[src/rtl/bfdec_pkg.sv]
package bfdec_pkg;

    localparam int N_BITS = 8;
    localparam int N_CHK  = 4;

    typedef logic [N_BITS-1:0] word_t;
    typedef logic [N_CHK-1:0]  chk_t;

    // Row masks of the parity-check matrix, bit 7..0.
    localparam word_t H_ROWS [N_CHK] = '{8'h47, 8'h99, 8'h6A, 8'hB4};

    typedef enum logic [1:0] {
        ST_IDLE = 2'd0,
        ST_MSG  = 2'd1,
        ST_UPD  = 2'd2
    } state_e;

    typedef struct packed {
        logic load;
        logic msg_en;
        logic upd_en;
    } ctrl_t;

    // Checks that cover bit idx.
    function automatic chk_t col_mask(input int idx);
        chk_t m;
        for (int j = 0; j < N_CHK; j++) begin
            m[j] = H_ROWS[j][idx];
        end
        return m;
    endfunction

    // One parity bit per check.
    function automatic chk_t syndrome(input word_t w);
        chk_t s;
        for (int j = 0; j < N_CHK; j++) begin
            s[j] = ^(w & H_ROWS[j]);
        end
        return s;
    endfunction

endpackage

[src/rtl/bfdec_chk_node.sv]
module bfdec_chk_node
    import bfdec_pkg::*;
#(
    parameter int ROW = 0
) (
    input  word_t est_i,
    output word_t msg_o
);
    localparam word_t MASK = H_ROWS[ROW];

    logic par;

    always_comb begin
        par   = ^(est_i & MASK);
        // Removing bit i from the full parity leaves the parity of the others.
        msg_o = MASK & ({N_BITS{par}} ^ est_i);
    end
endmodule

[src/rtl/bfdec_bit_node.sv]
module bfdec_bit_node
    import bfdec_pkg::*;
#(
    parameter int IDX = 0
) (
    input  logic rx_bit,
    input  chk_t msg_i,
    output logic est_o
);
    localparam chk_t CMASK = col_mask(IDX);
    localparam int   DEG   = $countones(CMASK);

    chk_t disagree;
    int   cnt;

    always_comb begin
        disagree = CMASK & (msg_i ^ {N_CHK{rx_bit}});
        cnt      = $countones(disagree);
        est_o    = (2 * cnt > DEG) ? ~rx_bit : rx_bit;
    end
endmodule

[src/rtl/bfdec_ctrl.sv]
module bfdec_ctrl
    import bfdec_pkg::*;
#(
    parameter  int MAX_ITER = 8,
    localparam int ITW      = $clog2(MAX_ITER + 1)
) (
    input  logic           clk,
    input  logic           rst,
    input  logic           start_i,
    input  logic           syn_zero_i,
    output ctrl_t          ctrl_o,
    output logic           busy_o,
    output logic           done_o,
    output logic           ok_o,
    output logic [ITW-1:0] iters_o
);
    localparam logic [ITW-1:0] LAST_IT = ITW'(MAX_ITER - 1);

    state_e         state;
    logic [ITW-1:0] iter;
    logic           finish;

    always_comb begin
        ctrl_o.load   = (state == ST_IDLE) && start_i;
        ctrl_o.msg_en = (state == ST_MSG);
        ctrl_o.upd_en = (state == ST_UPD);
        finish        = syn_zero_i || (iter == LAST_IT);
    end

    always_ff @(posedge clk) begin
        if (rst) begin
            state  <= ST_IDLE;
            iter   <= '0;
            done_o <= 1'b0;
            ok_o   <= 1'b0;
        end else begin
            done_o <= 1'b0;
            case (state)
                ST_IDLE: begin
                    if (start_i) begin
                        state <= ST_MSG;
                        iter  <= '0;
                        ok_o  <= 1'b0;
                    end
                end
                ST_MSG: begin
                    state <= ST_UPD;
                end
                ST_UPD: begin
                    iter <= iter + 1'b1;
                    if (finish) begin
                        state  <= ST_IDLE;
                        done_o <= 1'b1;
                        ok_o   <= syn_zero_i;
                    end else begin
                        state <= ST_MSG;
                    end
                end
                default: state <= ST_IDLE;
            endcase
        end
    end

    assign busy_o  = (state != ST_IDLE);
    assign iters_o = iter;
endmodule

[src/rtl/bfdec_top.sv]
module bfdec_top
    import bfdec_pkg::*;
#(
    parameter  int MAX_ITER = 8,
    localparam int ITW      = $clog2(MAX_ITER + 1)
) (
    input  logic              clk,
    input  logic              rst,
    input  logic              start_i,
    input  logic [N_BITS-1:0] rx_i,
    output logic [N_BITS-1:0] word_o,
    output logic              done_o,
    output logic              ok_o,
    output logic [ITW-1:0]    iters_o,
    output logic              busy_o
);
    ctrl_t ctrl;
    word_t est_q;
    word_t rx_q;
    word_t est_next;
    word_t msg_d [N_CHK];
    word_t msg_q [N_CHK];
    chk_t  col   [N_BITS];
    logic  syn_zero;

    bfdec_ctrl #(.MAX_ITER(MAX_ITER)) u_ctrl (
        .clk        (clk),
        .rst        (rst),
        .start_i    (start_i),
        .syn_zero_i (syn_zero),
        .ctrl_o     (ctrl),
        .busy_o     (busy_o),
        .done_o     (done_o),
        .ok_o       (ok_o),
        .iters_o    (iters_o)
    );

    for (genvar j = 0; j < N_CHK; j++) begin : g_chk
        bfdec_chk_node #(.ROW(j)) u_chk (
            .est_i (est_q),
            .msg_o (msg_d[j])
        );
    end

    for (genvar i = 0; i < N_BITS; i++) begin : g_bit
        for (genvar j = 0; j < N_CHK; j++) begin : g_col
            assign col[i][j] = msg_q[j][i];
        end
        bfdec_bit_node #(.IDX(i)) u_bit (
            .rx_bit (rx_q[i]),
            .msg_i  (col[i]),
            .est_o  (est_next[i])
        );
    end

    assign syn_zero = (syndrome(est_next) == '0);

    always_ff @(posedge clk) begin
        if (rst) begin
            est_q <= '0;
            rx_q  <= '0;
            for (int j = 0; j < N_CHK; j++) msg_q[j] <= '0;
        end else begin
            if (ctrl.load) begin
                est_q <= rx_i;
                rx_q  <= rx_i;
            end
            if (ctrl.msg_en) begin
                for (int j = 0; j < N_CHK; j++) msg_q[j] <= msg_d[j];
            end
            if (ctrl.upd_en) begin
                est_q <= est_next;
            end
        end
    end

    assign word_o = est_q;
endmodule

[config.mk]
export PLATFORM = sky130hd
export DESIGN_NAME = bfdec_top
export DESIGN_NICKNAME = d
export VERILOG_FILES = /design/src/rtl/bfdec_pkg.sv /design/src/rtl/bfdec_chk_node.sv /design/src/rtl/bfdec_bit_node.sv /design/src/rtl/bfdec_ctrl.sv /design/src/rtl/bfdec_top.sv
export SDC_FILE = /design/constraint.sdc
export NUM_CORES = 1
export LEC_CHECK = 0
export ABC_AREA = 1
export BUFFER_PORTS_ARGS = -buffer_cell sky130_fd_sc_hd__buf_2
export CAP_MARGIN = 20
export CORE_ASPECT_RATIO = 1.75
export CORE_MARGIN = 4
export CORE_UTILIZATION = 40
export DETAILED_ROUTE_END_ITERATION = 6
export GPL_ROUTABILITY_DRIVEN = 0
export PLACE_DENSITY_LB_ADDON = 0.05
export REMOVE_ABC_BUFFERS = 1
export SYNTH_ARGS = -nofsm -noshare
export SYNTH_HDL_FRONTEND = slang
export SYNTH_SLANG_ARGS = --single-unit
[constraint.sdc]
create_clock -name clk -period 2 [get_ports clk]
set_input_delay 0.4 -clock clk [delete_from_list [all_inputs] [get_ports clk]]
set_output_delay 0.4 -clock clk [all_outputs]
set_load 0.05 [all_outputs]
==> results of run 1 <==
==> sequential cells by signal, indices dropped and copies added (netlist names) <==
register / count
msg_q: 16
u_ctrl.state: 2
u_ctrl.ok_o: 1
u_ctrl.iters_o: 4
rx_q: 8
u_ctrl.done_o: 1
word_o: 8
==> per-layer routing <==
layer  GRT usage  vias up
met2       0.314       28
met1       0.196      874
met4      0.0679        0
met5           0        -
met3      0.0292        7
li1            -     1042
==> cells by family after synthesis <==
group / count (synthesis) / share of synthesized area
fa+ha+maj: 1 / 0.00589
xor+xnor: 8 / 0.0330
flops: 40 / 0.452
buf+inv: 52 / 0.0919
compound gates: 62 / 0.146
simple gates: 147 / 0.271
==> worst paths after layout <==
path,slack (ns),start,endpoint,cells after the start
hold / removal,0.38,rx_i[6],rx_q[6]$_SDFFE_PP0P_,3
setup / recovery,0.28,word_o[2]$_SDFFE_PP0P_,msg_q[0][0]$_SDFFCE_PN0P_,5
setup reg to reg,0.28,word_o[2]$_SDFFE_PP0P_,msg_q[0][0]$_SDFFCE_PN0P_,5
hold reg to reg,0.47,rx_q[0]$_SDFFE_PP0P_,rx_q[0]$_SDFFE_PP0P_,2
==> worst max-delay path, cell delays in order, from the launching register on <==
cell and delay, ns:
dfxtp_1 0.43, xor2_1 0.30, xor2_1 0.24, xor2_1 0.32
o21ai_0 0.12, a21oi_1 0.15
==> through the flow <==
| step | instance area (um^2) | hold WS [ns] |
|---|---|---|
| floorplan | 2110 | 0.439 |
| global placement | 2350 | 0.454 |
| detailed placement | 2350 | 0.461 |
| CTS | 2430 | 0.376 |
| global route | 2430 | 0.374 |
| finish | 2430 | 0.376 |
==> Yosys cell counts (3+ instances only) <==
cell,n
nand3_1,5
a21oi_1,35
nor2_1,23
o21ai_0,11
o21ai_1,16
clkbuf_1,4
inv_1,32
nand2_1,116
edfxtp_1,16
dfxtp_1,24
inv_2,16
xor2_1,5
xnor2_1,3
==> cells in the final DEF (no fill, tap or decap) <==
| master | count |
|---|---|
| edfxtp_1 | 16 |
| o21ai_0 | 10 |
| or2_2 | 1 |
| buf_2 | 25 |
| nand3_1 | 5 |
| nor2_1 | 23 |
| clkbuf_8 | 5 |
| buf_4 | 6 |
| nand2_1 | 116 |
| nand4_1 | 1 |
| o21ai_1 | 17 |
| xnor2_1 | 3 |
| a21oi_1 | 35 |
| clkbuf_1 | 2 |
| ha_1 | 1 |
| inv_1 | 32 |
| xor2_1 | 5 |
| clkinv_1 | 1 |
| inv_2 | 16 |
| dfxtp_1 | 24 |
| nor3_4 | 1 |
==> where the power goes <==
group / internal [mW] / switching [mW] / leakage (nW) / total [mW]
Combinational: 0.174 / 0.418 / 0.780 / 0.592
Clock: 0.243 / 0.277 / 0.0399 / 0.520
Sequential: 0.932 / 0.0616 / 0.365 / 0.994
==> final cells by class <==
| cell class | instances | area share |
|---|---|---|
| Multi-Input combinational cell | 218 | 0.399 |
| Sequential cell | 40 | 0.396 |
| Inverter | 48 | 0.0742 |
| Timing Repair Buffer | 31 | 0.0701 |
| Clock buffer | 7 | 0.0314 |
| Tap cell | 54 | 0.0278 |
| Clock inverter | 1 | 0.00155 |
==> impl_metrics.toml, run 1 <==
[sta]
fin_skew_ns = 0.00537
finalSetupViolations = 0
relSlewSlack = 0.718
fin_ws_ns = 0.280
tightest_slew_ns = 0.421
fmax_mhz = 581
period_share = 0.860
hold_violations = 0
slew_violations = 0
rsz0062_at_grt = "no"
tns_ns = 0
fin_crit_ns = 1.72

[logic_synthesis]
syn_inst = 310
synthTopCellsByArea = "dfxtp_1 (23%), edfxtp_1 (23%), nand2_1 (20%)"
synth-seq-cells = 40
syn_avg_cell_area_um2 = 6.85
synth_cell_type_count = 17
synth_flop_cell = "dfxtp_1"
synth_area_um2 = 2120
ys_seq_area_frac = 0.452
async_flop_share = 0
synth_top_area_share = 0.226
synth_top_area_cell = "dfxtp_1"
yosys_warnings = 0
synth_edf_count = 16

[floorplanning]
io_pins = 26
initial_utilization = 0.420
coreArea_um2 = 5060
dieArea_um2 = 6590
die_h_um = 104
die_w_um = 63.1
fp-row-count = 34

[route]
wl_per_cell_um = 13.3
drtPass1Iterations = 4
wl_met3_um = 162
routed.top_layer = "met4"
met2WireLength_um = 2830
vias = 1951
drt_iter0_drc = 73
wirelength_met1_um = 2230
routed_wl_um = 5320
postRouteAntennaNets = 0
vias_per_cell = 4.89
drc_errors = 0

[clock_tree]
clkTransAtPathRegs_ns = 0.08
postCtsHoldBufs = 0
clock_latency_ns = 0.29
cts_setup_buffers = 0
htree_num_levels = 2
cts-buffers-inserted = 5
cts_tree = "built"
cts_max_path_buffers = 2
cts_root_buf = "clkbuf_8"
cts_sinks = 40
cts_resized = 0

[cells_and_area]
drive_gt1_frac = 0.157
final_util = 0.479
fin_nets = 356
layout.cells.non_filler = 399
multi_input_area_um2 = 968
regArea_um2 = 961
area_delta_synth_final_pct = 14.3
fillerInstances = 542
diodes = 0

[power_and_ir_drop]
ir_drop_mv = 0.433
cellPowerDensity_nw_per_um2 = 868
leakage_nw = 1.19
total_power_mw = 2.11

[worst_setup_path]
crit_path_end_kind = "register"
worst_setup_path_start_kind = "register"
arrival_ns = 1.86
crit_required_ns = 2.14
critPathKind = "register to register"
crit_fanout = 5

[placement]
place_inst = 391
dp_hpwl_um = 3990
io_buffer_count = 25
place_ws_ns = 0.302

[global_routing]
grt_pass1_vias = 1822
grt_pass1_wl_um = 8750
grt_max_degree = 17
antenna_found_initial = 0
gr-total-overflow = 0
grtUsageTotal = 0.173

[outcome]
status = "complete, no violations"

[job]
maxCapViolCount = 0

[worst_hold_path]
hp-class = "input pin to register"
Power figures use the tool's default switching activity.
==> inputs of run 2 (changes only) <==
--- a/config.mk
+++ b/config.mk
@@ -14,7 +14,6 @@
 export DETAILED_ROUTE_END_ITERATION = 6
 export GPL_ROUTABILITY_DRIVEN = 0
 export PLACE_DENSITY_LB_ADDON = 0.05
-export REMOVE_ABC_BUFFERS = 1
 export SYNTH_ARGS = -nofsm -noshare
 export SYNTH_HDL_FRONTEND = slang
 export SYNTH_SLANG_ARGS = --single-unit
==> run 2 against run 1 <==
Flip-flop and latch count unchanged. Sequential power about the same. First-iteration DRC count decreased by 5.5%. Worst hold slack got worse by 0.033 ns. Routed wire length increased by 3.8%. Die area unchanged. Clock power increased by 2%. Clock skew increased by 0.0030 ns. Combinational power increased by 0.7%. Power increased by 0.58%. Non-clock buffer count increased by 1. Sequential share of layout area decreased by 0.16 points.
==> impl_metrics.toml, run 2 (synthesis gave the netlist of run 1 again) <==
[outcome]
status = "complete, no violations"

[clock_tree]
htree_num_levels = 2
cts_max_path_buffers = 2
cts_resized = 0
cts_root_buf = "clkbuf_8"
clock_latency_ns = 0.30
cts_setup_buffers = 0
clkTransAtPathRegs_ns = 0.08
cts-buffers-inserted = 5
cts_sinks = 40
postCtsHoldBufs = 0
cts_tree = "built"

[cells_and_area]
largest_reg_flops = 16
largest-register = "msg_q"
drive_gt1_frac = 0.165
final_common_cell = "nand2_1"
diodes = 0
area_delta_synth_final_pct = 14.7
layout.cells.non_filler = 400
mostFrequentLayoutCells = "nand2_1 (116), a21oi_1 (35), inv_1 (32)"
fin_nets = 357

[logic_synthesis]
syn_nets = 322

[route]
drtPass1Iterations = 4
postRouteAntennaNets = 0
drt_iter0_drc = 69
vias_per_cell = 4.87
drc_errors = 0
vias = 1948
routed_wl_um = 5520
wl_per_cell_um = 13.8

[worst_setup_path]
reg2reg_from = "word_o[0]$_SDFFE_PP0P_"
startpoint = "word_o[0]$_SDFFE_PP0P_"
crit_path_end_kind = "register"
critPathKind = "register to register"
arrival_ns = 1.81
r2r_end = "msg_q[0][0]$_SDFFCE_PN0P_"
crit_fanout = 5
worst_setup_path_start_kind = "register"
reg2regPathDepth = 5
r2r_slack_ns = 0.34
crit_required_ns = 2.15

[global_routing]
grt_max_degree = 17
antenna_found_initial = 0
grt_use_met2 = 0.341
use_met3 = 0.0292
gr-total-overflow = 0
grt_pass1_wl_um = 9090
met1_usage = 0.191
grtUsageTotal = 0.182
grt_pass1_vias = 1860
top_usage_layer = "met2"

[power_and_ir_drop]
leakage_nw = 1.20
ir_drop_mv = 0.465
cellPowerDensity_nw_per_um2 = 869

[sta]
period_share = 0.829
fmax_mhz = 603
rsz0062_at_grt = "no"
whs_ns = 0.343
finalSetupViolations = 0
fin_skew_ns = 0.00837
fin_crit_ns = 1.66
slew_violations = 0
tightest_slew_ns = 0.390
tns_ns = 0
hold_violations = 0
fin_ws_ns = 0.343
relSlewSlack = 0.739

[floorplanning]
initial_utilization = 0.420
coreArea_um2 = 5060
die_w_um = 63.1
die_h_um = 104
io_pins = 26
dieArea_um2 = 6590
fp-row-count = 34

[placement]
dp_hpwl_um = 4110
place_ws_ns = 0.342
io_buffer_count = 25
place_inst = 392

[worst_hold_path]
hp-class = "input pin to register"
holdPathEnd = "u_ctrl.state[1]$_SDFFE_PP0P_"
worstHoldPathCells = 2
min_from = "rst"

[job]
maxCapViolCount = 0
-- run 2: worst max-delay path, stage by stage, from the launching register on --
cell and delay, ns:
dfxtp_1 0.42, xor2_1 0.27, xor2_1 0.25, xor2_1 0.33, o21ai_0 0.12, a21oi_1 0.12
-- run 2: report_power, final --
part | internal [mW] | total (mW) | switching [mW]
Combinational | 0.175 | 0.596 | 0.421
Clock | 0.237 | 0.529 | 0.291
Sequential | 0.932 | 0.993 | 0.0615
Total | 1.34 | 2.12 | 0.774
-- run 2: worst max path at each step --
stage | endpoint | slack [ns] | depth (start not counted)
after global placement | msg_q[0][0]$_SDFFCE_PN0P_ | 0.37 | 5
after floorplan | msg_q[0][0]$_SDFFCE_PN0P_ | 0.03 | 2
after global routing | msg_q[3][4]$_SDFFCE_PN0P_ | 0.15 | 7
after detailed placement | msg_q[0][0]$_SDFFCE_PN0P_ | 0.34 | 5
after CTS | msg_q[0][0]$_SDFFCE_PN0P_ | 0.32 | 5
final | msg_q[0][0]$_SDFFCE_PN0P_ | 0.34 | 5
-- run 2: metrics by stage --
step | total power, mW | area (um^2) | util
final | 2.12 | 2440 | 0.481
after global routing | 2.26 | 2440 | 0.481
after CTS | 2.14 | 2440 | 0.481
after detailed placement | 1.62 | 2350 | 0.465
after global placement | 1.61 | 2350 | 0.465
after floorplan | 1.44 | 2120 | -
-- run 2: metal layers --
metal,share of wire,wire length (um)
met1,0.39,2160
met2,0.56,3080
met3,0.036,199
met4,0.015,83
met5,0,0
-- run 2: area by class of cell --
type	count	area, um^2
clock buffers	5	68.8
inverters	48	180
clock inverters	3	13.8
fillers	552	2630
repair buffers	32	178
flip-flops and latches	40	961
well taps	54	67.6
multi-input cells	218	968
==> inputs of run 3 (changes only) <==
==> constraint.sdc (replaced) <==
create_clock -name clk -period 1.5 [get_ports clk]
set_input_delay 0.3 -clock clk [delete_from_list [all_inputs] [get_ports clk]]
set_output_delay 0.3 -clock clk [all_outputs]
set_load 0.05 [all_outputs]
==> run 3 against run 2 <==
Via count increased by 3.9%. First-iteration DRC count decreased by 19%. Routed wire length increased by 4.6%. Combinational power increased by 73%. The flow now finishes with violations (negative setup slack). Worst setup slack got worse by 0.37 ns. Clock skew decreased by 0.0027 ns. Critical path type unchanged. Cell area increased by 13%. Sequential share of layout area decreased by 3.9 points.
==> impl_metrics.toml, run 3 (synthesis gave the netlist of run 1 again) <==
[clock_tree]
cts_max_path_buffers = 2
cts-buffers-inserted = 5
htree_num_levels = 2
clkTransAtPathRegs_ns = 0.08
postCtsHoldBufs = 0
cts_tree = "built"
cts_sinks = 40
cts_root_buf = "clkbuf_8"
clock_latency_ns = 0.29

[worst_setup_path]
r2r_slack_ns = -0.02
cpMaxStageDelayCell = "edfxtp_1"
cp.depth = 13
crit_fanout = 4
worst-path-buf-inv = 1
reg2regPathDepth = 13
cp_top_family = "simple AND/OR/NAND/NOR gates"
worst_setup_path_start_kind = "register"
crit_path_max_incr_delay_ns = 0.45
crit_required_ns = 1.68
r2r_end = "u_ctrl.ok_o$_SDFFE_PP0P_"
critPathKind = "register to register"
reg2reg_from = "msg_q[3][5]$_SDFFCE_PN0P_"
crit_path_end_kind = "register"
arrival_ns = 1.71
worstPathCellList = "nor2_4, buf_6, a21oi_4, nand2_2, nand2_1, nand2_1, nand2_1, nor2_2, nand2_2, nand2_2, nand2_2, nand2_1, a21oi_1"

[sta]
finalSetupViolations = 1
relSlewSlack = 0.769
hold_violations = 0
tns_ns = -0.0226
rsz0062_at_grt = "yes"
slew_violations = 0
fin_crit_ns = 1.52
fin_ws_ns = -0.0226
fmax_mhz = 657
period_share = 1.02
tightest_slew_ns = 0.344
fin_skew_ns = 0.00572

[outcome]
status = "finished, violations left"
violations = "negative setup slack"

[route]
postRouteAntennaNets = 0
drc_errors = 0
vias = 2023
drt_iter0_drc = 56
wl_per_cell_um = 13.8
drtPass1Iterations = 4
routed_wl_um = 5780
vias_per_cell = 4.83

[floorplanning]
dieArea_um2 = 6590
die_w_um = 63.1
initial_utilization = 0.420
die_h_um = 104
coreArea_um2 = 5060
io_pins = 26
fp-row-count = 34

[cells_and_area]
diodes = 0
layout.cells.non_filler = 419
regArea_um2 = 978
final_common_cell = "nand2_1"
fillerInstances = 536
largest_reg_flops = 16
largest-register = "msg_q"
multi_input_area_um2 = 1100
area_delta_synth_final_pct = 29.6
mostFrequentLayoutCells = "nand2_1 (104), inv_1 (32), a21oi_1 (30)"
fin_nets = 376
drive_gt1_frac = 0.307

[worst_hold_path]
worstHoldPathCells = 3
holdPathEnd = "rx_q[2]$_SDFFE_PP0P_"
min_from = "rx_i[2]"
hp-class = "input pin to register"

[global_routing]
grt_pass1_wl_um = 9490
grt_max_degree = 13
grt_pass1_vias = 2032
antenna_found_initial = 0
gr-total-overflow = 0
grtUsageTotal = 0.189

[power_and_ir_drop]
ir_drop_mv = 0.778
leakage_nw = 1.33
cellPowerDensity_nw_per_um2 = 1130

[job]
maxCapViolCount = 0

[placement]
place_inst = 408
dp_hpwl_um = 4400
io_buffer_count = 25

[logic_synthesis]
syn_nets = 322
## run 3: per-stage QoR
step	cell area, um^2	setup WS [ns]	utilization	power (mW)	hold slack, ns
after floorplan	2150	0.00403	-	1.92	0.369
after global placement	2510	-0.0129	0.496	2.26	0.455
after detailed placement	2510	-0.0398	0.496	2.27	0.455
after CTS	2650	0.00500	0.524	3.06	0.272
after global routing	2750	-0.161	0.544	3.32	0.277
final	2750	-0.0226	0.544	3.12	0.270
## run 3: worst max path at each step
stage / from / to / slack, ns
after CTS: msg_q[3][5]$_SDFFCE_PN0P_ / u_ctrl.ok_o$_SDFFE_PP0P_ / 0.005
after detailed placement: msg_q[3][5]$_SDFFCE_PN0P_ / u_ctrl.ok_o$_SDFFE_PP0P_ / -0.04
final: msg_q[3][5]$_SDFFCE_PN0P_ / u_ctrl.ok_o$_SDFFE_PP0P_ / -0.02
after global routing: msg_q[3][5]$_SDFFCE_PN0P_ / u_ctrl.ok_o$_SDFFE_PP0P_ / -0.16
after global placement: msg_q[3][5]$_SDFFCE_PN0P_ / u_ctrl.ok_o$_SDFFE_PP0P_ / -0.01
after floorplan: word_o[2]$_SDFFE_PP0P_ / msg_q[0][0]$_SDFFCE_PN0P_ / 0.004
## run 3: what timing repair did
item	CTS	global route
setup buffers	2	1
cloned	0	0
endpoints found under the setup margin	3	10
pin swaps	1	4
resized for setup	10	27
## run 3: layout make-up
cell class / count / share of cell area
sequential: 40 / 0.355
inverter: 48 / 0.0655
clock buffer: 6 / 0.0300
timing repair buffer: 51 / 0.122
clock inverter: 2 / 0.00364
multi-input combinational: 218 / 0.399
tap: 54 / 0.0245
## run 3: report_power, final
group | internal, mW | switching, mW
registers | 1.24 | 0.0922
logic | 0.384 | 0.648
clock network | 0.367 | 0.383
total | 2.00 | 1.12
## run 3: routing by layer
layer	GRT usage	vias up	routed length [um]	share of wire
met1	0.193	909	2240	0.39
met3	0.0324	9	170	0.029
li1	-	1077	-	-
met4	0.0964	0	117	0.020
met5	0	-	0	0
met2	0.356	28	3250	0.56
## run 3: worst register-to-register path, stage by stage (launching register included)
cell	delay [ns]
edfxtp_1	0.45
nor2_4	0.15
buf_6	0.11
a21oi_4	0.04
nand2_2	0.07
nand2_1	0.05
nand2_1	0.06
nand2_1	0.06
nor2_2	0.11
nand2_2	0.07
nand2_2	0.07
nand2_2	0.06
nand2_1	0.06
a21oi_1	0.06
